==> src/rtl/pdl_pkg.sv <==
package pdl_pkg;
    localparam int unsigned DEF_CODE_W  = 10;
    localparam int unsigned DEF_MIN_DLY = 2;
endpackage

==> src/rtl/pdl_ctrl_latch.sv <==
// Control register with hold, overrides and effective-code output.
// Layout of the register: [CODE_W+1] overflow step, [CODE_W] cascade bit,
// [CODE_W-1:0] stage selects.
module pdl_ctrl_latch #(
    parameter int unsigned CODE_W = pdl_pkg::DEF_CODE_W,
    localparam int unsigned HW    = CODE_W + 2
) (
    input  logic            clk,
    input  logic            rst_n,
    input  logic            hold_en,
    input  logic            force_min,
    input  logic            force_max,
    input  logic [CODE_W:0] ctrl_in,
    output logic [HW-1:0]   eff_code,
    output logic [HW-1:0]   held_code
);
    typedef struct packed {
        logic [HW-1:0] held;
    } ctl_st_t;

    ctl_st_t st_d, st_q;

    always_comb begin
        st_d = st_q;
        if (force_min)
            st_d.held = '0;
        else if (force_max)
            st_d.held = '1;
        else if (!hold_en)
            st_d.held = {1'b0, ctrl_in};
    end

    always_ff @(posedge clk or negedge rst_n) begin
        if (!rst_n) st_q <= '0;
        else        st_q <= st_d;
    end

    // The register's next value is what the data path uses right now.
    // This makes the transparent mode and the overrides take effect at once.
    assign eff_code  = st_d.held;
    assign held_code = st_q.held;
endmodule

==> src/rtl/pdl_stage.sv <==
// One switchable delay stage: LEN flops plus a bypass multiplexer.
// The flops shift every cycle, so a bypassed stage is flushed as well.
module pdl_stage #(
    parameter int unsigned LEN = 1
) (
    input  logic clk,
    input  logic rst_n,
    input  logic din,
    input  logic sel,
    output logic dout
);
    logic [LEN-1:0] sr_d, sr_q;

    generate
        if (LEN == 1) begin : g_one
            always_comb sr_d = din;
        end else begin : g_many
            always_comb sr_d = {sr_q[LEN-2:0], din};
        end
    endgenerate

    always_ff @(posedge clk or negedge rst_n) begin
        if (!rst_n) sr_q <= '0;
        else        sr_q <= sr_d;
    end

    assign dout = sel ? sr_q[LEN-1] : din;
endmodule

==> src/rtl/pdl_delay_line.sv <==
module pdl_delay_line #(
    parameter int unsigned CODE_W  = pdl_pkg::DEF_CODE_W,
    parameter int unsigned MIN_DLY = pdl_pkg::DEF_MIN_DLY
) (
    input  logic            clk,
    input  logic            rst_n,
    input  logic            din,
    input  logic            en_n,
    input  logic            hold_en,
    input  logic            force_min,
    input  logic            force_max,
    input  logic [CODE_W:0] ctrl_in,
    output logic            dout,
    output logic            casc_p,
    output logic            casc_n
);
    localparam int unsigned HW = CODE_W + 2;

    logic [HW-1:0] eff_code;
    logic [HW-1:0] held_code;
    logic          gated_in;
    logic [CODE_W+1:0] tap;

    pdl_ctrl_latch #(.CODE_W(CODE_W)) i_latch (
        .clk       (clk),
        .rst_n     (rst_n),
        .hold_en   (hold_en),
        .force_min (force_min),
        .force_max (force_max),
        .ctrl_in   (ctrl_in),
        .eff_code  (eff_code),
        .held_code (held_code)
    );

    assign gated_in = din & ~en_n;

    // Fixed minimum section, always in the path.
    pdl_stage #(.LEN(MIN_DLY)) i_fixed (
        .clk (clk), .rst_n (rst_n), .din (gated_in), .sel (1'b1), .dout (tap[0])
    );

    // Stages weighted by powers of two, LSB first.
    generate
        for (genvar k = 0; k < CODE_W; k++) begin : g_stage
            pdl_stage #(.LEN(1 << k)) i_stage (
                .clk (clk), .rst_n (rst_n), .din (tap[k]),
                .sel (eff_code[k]), .dout (tap[k+1])
            );
        end
    endgenerate

    // Single extra step used only by the maximum override.
    pdl_stage #(.LEN(1)) i_over (
        .clk (clk), .rst_n (rst_n), .din (tap[CODE_W]),
        .sel (eff_code[HW-1]), .dout (tap[CODE_W+1])
    );

    assign dout   = tap[CODE_W+1];
    assign casc_p = eff_code[CODE_W];
    assign casc_n = ~eff_code[CODE_W];
endmodule

==> config.mk <==
export PLATFORM = sky130hd
export DESIGN_NAME = pdl_delay_line
export DESIGN_NICKNAME = d
export VERILOG_FILES = /design/src/rtl/pdl_pkg.sv /design/src/rtl/pdl_ctrl_latch.sv /design/src/rtl/pdl_stage.sv /design/src/rtl/pdl_delay_line.sv
export SDC_FILE = /design/constraint.sdc
export NUM_CORES = 1
export LEC_CHECK = 0
export ABC_CLOCK_PERIOD_IN_PS = 1900
export BUFFER_PORTS_ARGS = -buffer_cell sky130_fd_sc_hd__buf_2
export CORE_MARGIN = 3
export CORE_UTILIZATION = 45
export CTS_CLUSTER_DIAMETER = 40
export DETAILED_ROUTE_END_ITERATION = 10
export PLACE_DENSITY_LB_ADDON = 0.2
export SLEW_MARGIN = 15
export SYNTH_ARGS = -nofsm -noshare
export SYNTH_HDL_FRONTEND = slang
export SYNTH_SLANG_ARGS = --single-unit
==> constraint.sdc <==
create_clock -name clk -period 1.9 [get_ports clk]
set_input_delay 0.19 -clock clk [delete_from_list [all_inputs] [get_ports clk]]
set_output_delay 0.19 -clock clk [all_outputs]
set_load 0.005 [all_outputs]
==> impl_metrics.xml <==
<?xml version="1.0" encoding="UTF-8"?>
<metrics>
  <group name="route">
    <metric name="top_layer_used" unit="">met4</metric>
    <metric name="met3_length" unit="um">1430</metric>
    <metric name="wl_per_cell" unit="um">15.0</metric>
    <metric name="postRouteAntennaNets" unit="">0</metric>
    <metric name="detail_route.first_pass.iterations" unit="">4</metric>
    <metric name="num_vias" unit="">9175</metric>
    <metric name="wl_met1" unit="um">17000</metric>
    <metric name="drc" unit="">0</metric>
    <metric name="routed_via_density" unit="">4.24</metric>
    <metric name="totalWireLength" unit="um">32400</metric>
    <metric name="met2_length" unit="um">12900</metric>
    <metric name="drc_marker_count_from_the_first_detailed_route_iteration" unit="">502</metric>
  </group>
  <group name="placed_design">
    <metric name="detailed_place.area" unit="um^2">28100</metric>
    <metric name="pre_cts_slack" unit="ns">-0.234</metric>
    <metric name="port-buffer-count" unit="">20</metric>
    <metric name="detailed_placement_wirelength_estimate" unit="um">13500</metric>
    <metric name="gp_congestion" unit="">0.749</metric>
    <metric name="place_inst" unit="">1942</metric>
  </group>
  <group name="synthesis">
    <metric name="post_synth_instance_area" unit="um^2">26500</metric>
    <metric name="postSynthNetCount" unit="">1136</metric>
    <metric name="ys_seq_area_share" unit="%">97.9</metric>
    <metric name="post_synth_num_cell_types" unit="">31</metric>
    <metric name="synth_largest_area_cell" unit="">sky130_fd_sc_hd__dfrtp_1</metric>
    <metric name="synth-edff-count" unit="">0</metric>
    <metric name="syn_area_per_cell" unit="um^2">23.7</metric>
    <metric name="synthesis.yosys.warnings" unit="">0</metric>
    <metric name="synth_flop_cell" unit="">sky130_fd_sc_hd__dfrtp_1</metric>
    <metric name="ffs_latches_synth" unit="">1038</metric>
    <metric name="synth_top_area_share" unit="%">97.9</metric>
    <metric name="synth-async-reset-ratio" unit="%">100</metric>
    <metric name="synth.area.top_cells" unit="">sky130_fd_sc_hd__dfrtp_1 (98%), sky130_fd_sc_hd__mux2i_1 (0.26%), sky130_fd_sc_hd__mux2_2 (0.21%)</metric>
    <metric name="post_synth_inst_count" unit="">1118</metric>
  </group>
  <group name="worst_setup_path">
    <metric name="cp.depth" unit="">7</metric>
    <metric name="cpPeakStageDelay" unit="ns">0.36</metric>
    <metric name="crit-reg2reg-launch" unit="">i_latch.held_code[0]</metric>
    <metric name="reg2reg_slack" unit="ns">-0.13</metric>
    <metric name="cp.buffers_inverters" unit="">1</metric>
    <metric name="timing.critical_path.cells" unit="">mux2_4 &gt; o211a_4 &gt; o31ai_4 &gt; o2111ai_2 &gt; nor3_2 &gt; o21ai_1 &gt; buf_2</metric>
    <metric name="r2r_end" unit="">g_stage[6].i_stage.sr_q[0]</metric>
    <metric name="worstPathMaxFanout" unit="">3</metric>
    <metric name="setup.worst_path.start_class" unit="">register</metric>
    <metric name="worstRegToRegCells" unit="">7</metric>
    <metric name="crit_slowest_cell" unit="">sky130_fd_sc_hd__dfrtp_1</metric>
    <metric name="critPathArrivalTime" unit="ns">2.35</metric>
    <metric name="cp_data_required_time" unit="ns">1.71</metric>
    <metric name="timing.critical_path.max_delay_family" unit="">compound AO/OA/AOI/OAI gates</metric>
    <metric name="setup.worst_path.end" unit="">dout</metric>
    <metric name="timing.setup.critical_path_class" unit="">reg2out</metric>
    <metric name="critPathLaunch" unit="">i_latch.held_code[0]</metric>
    <metric name="setup.worst_path.end_class" unit="">output port</metric>
  </group>
  <group name="clocking">
    <metric name="cts_max_level" unit="">3</metric>
    <metric name="clkLatencyLatePin" unit="ns">0.65</metric>
    <metric name="clock_tree.root_cell" unit="">sky130_fd_sc_hd__clkbuf_16</metric>
    <metric name="cts-root-to-sink-buffers" unit="">3</metric>
    <metric name="cts_num_sinks" unit="">1038</metric>
    <metric name="worst_setup_hold_path_clk_slew" unit="ns">0.06</metric>
    <metric name="tritoncts" unit="">done</metric>
    <metric name="cts_made_buffers" unit="">108</metric>
  </group>
  <group name="grt">
    <metric name="overflow" unit="">0</metric>
    <metric name="grt_first_pass_wirelength" unit="um">56800</metric>
    <metric name="maximum_number_of_pins_on_one_net_before_global_route_repair" unit="">116</metric>
    <metric name="grt_util_all_layers" unit="%">11.3</metric>
    <metric name="via_count_of_the_first_global_routing_pass" unit="">10500</metric>
    <metric name="antenna_violations_before_repair" unit="">0</metric>
  </group>
  <group name="die">
    <metric name="floorplan.die.width" unit="um">249</metric>
    <metric name="die_height" unit="um">249</metric>
    <metric name="floorplan.core_area" unit="um^2">58000</metric>
    <metric name="initial_core_utilization" unit="%">45.7</metric>
    <metric name="num_io_pins" unit="">21</metric>
    <metric name="floorplan_die_area" unit="um^2">61900</metric>
    <metric name="rows" unit="">88</metric>
  </group>
  <group name="finish">
    <metric name="final-instance-count-excl-fill" unit="">2163</metric>
    <metric name="multi_input_comb_area" unit="um^2">557</metric>
    <metric name="layout.cells.most_common_list" unit="">sky130_fd_sc_hd__dfrtp_1 (1038), sky130_fd_sc_hd__clkbuf_16 (109), sky130_fd_sc_hd__buf_4 (32)</metric>
    <metric name="area_growth_syn_to_fin" unit="%">21.6</metric>
    <metric name="nFillCells" unit="">4228</metric>
    <metric name="regArea" unit="um^2">26000</metric>
    <metric name="final_design_area_no_fill" unit="um^2">32300</metric>
    <metric name="final_common_cell" unit="">sky130_fd_sc_hd__dfrtp_1</metric>
    <metric name="final_nets" unit="">1321</metric>
    <metric name="antenna_cells" unit="">0</metric>
    <metric name="final_layout_size_suffix_gt1_share" unit="%">19.5</metric>
  </group>
  <group name="power_and_ir_drop">
    <metric name="power_density" unit="nW/um^2">1440</metric>
    <metric name="total_leakage_power" unit="nW">16.8</metric>
    <metric name="worst_ir_drop_on_vdd" unit="mV">0.780</metric>
  </group>
  <group name="flow_run">
    <metric name="max_cap_viol_count" unit="">0</metric>
  </group>
  <group name="hold_path">
    <metric name="holdCritPathClass" unit="">in2async</metric>
  </group>
  <group name="timing">
    <metric name="drv_slew" unit="">0</metric>
    <metric name="timing.final.crit_period" unit="ns">2.54</metric>
    <metric name="worst_slack" unit="ns">-0.644</metric>
    <metric name="timing.final.crit_share" unit="%">134</metric>
    <metric name="timing.fmax" unit="MHz">393</metric>
    <metric name="worst_clock_skew" unit="ns">0.0216</metric>
    <metric name="relSlewSlack" unit="%">62.6</metric>
    <metric name="rsz0062_at_grt" unit="">yes</metric>
    <metric name="final_hold_viol_count" unit="">0</metric>
    <metric name="setup_violations" unit="">2</metric>
    <metric name="transition_time_of_the_tightest_slew_check_pin" unit="ns">0.560</metric>
    <metric name="finalSetupTns" unit="ns">-0.770</metric>
  </group>
  <group name="outcome">
    <metric name="result_of_the_run" unit="">complete, but fails checks</metric>
    <metric name="failed_checks" unit="">negative setup slack</metric>
  </group>
</metrics>
[final cells by class]
class | count | area share (%)
Clock buffer | 141 | 9.35
Clock inverter | 64 | 3.02
Inverter | 4 | 0.0465
Multi-Input combinational cell | 71 | 1.73
Sequential cell | 1038 | 80.5
Tap cell | 765 | 2.97
Timing Repair Buffer | 80 | 2.39
[where the power goes]
| part | switching (mW) | total [mW] | internal (mW) |
|---|---|---|---|
| sequential | 0.235 | 23.1 | 22.8 |
| combinational | 0.529 | 0.762 | 0.233 |
| clock | 8.62 | 22.5 | 13.9 |
| total | 9.38 | 46.3 | 36.9 |
[synth_stat cells (2+ instances only)]
cell	number
sky130_fd_sc_hd__or3_1	3
sky130_fd_sc_hd__a211o_1	2
sky130_fd_sc_hd__nor2_1	11
sky130_fd_sc_hd__a21oi_1	11
sky130_fd_sc_hd__a211oi_1	2
sky130_fd_sc_hd__clkbuf_1	3
sky130_fd_sc_hd__nor2b_1	2
sky130_fd_sc_hd__o21ai_0	6
sky130_fd_sc_hd__mux2i_1	7
sky130_fd_sc_hd__nand2b_1	4
sky130_fd_sc_hd__mux2_2	5
sky130_fd_sc_hd__inv_1	3
sky130_fd_sc_hd__nand2_1	4
sky130_fd_sc_hd__dfrtp_1	1038
[per-stage QoR]
stage          hold WS [ns]  util, %  power [mW]
2_1_floorplan        -0.106        -        23.5
6_report             0.0516     55.6        46.3
4_1_cts             0.00107     55.6        47.1
3_5_place_dp          0.153     48.4        24.2
5_1_grt              0.0460     55.6        48.3
3_3_place_gp          0.151     48.4        24.2
[routing by layer]
layer | GRT usage (%) | vias up
met5 | 0 | -
met4 | 4.80 | 0
met3 | 3.36 | 88
met2 | 14.1 | 151
met1 | 18.4 | 5029
li1 | - | 3907
[flip-flops by register name, summed over array words and instances (netlist names)]
signal and cells:
g_stage.i_stage.sr_q 1023, i_over.sr_q 1, i_latch.held_code 12, i_fixed.sr_q 2
[repair_timing]
action / in CTS / in global routing
gates cloned: 0 / 0
hold buffers: 14 / 0
setup endpoints to repair: 6 / 6
pin swaps: 7 / 3
resized for setup: 5 / 7
setup buffers: 2 / 2
endpoints found under the hold margin: 732 / 0
[worst min path at each step]
| stage | end | cells past startpoint |
|---|---|---|
| 6_report | g_stage[8].i_stage.sr_q[128] | 2 |
| 5_1_grt | g_stage[8].i_stage.sr_q[128] | 2 |
| 4_1_cts | i_latch.held_code[7] | 4 |
| 3_5_place_dp | g_stage[8].i_stage.sr_q[128] | 1 |
| 3_3_place_gp | g_stage[8].i_stage.sr_q[128] | 1 |
| 2_1_floorplan | g_stage[0].i_stage.sr_q | 0 |
[cells by family after synthesis]
family,share of synthesized area [%]
AOI/OAI and AO/OA,0.736
DFF,97.9
muxes,0.533
buffers and inverters,0.170
and+or+nand+nor,0.656
Note: power is estimated with default switching activity, not from simulation.
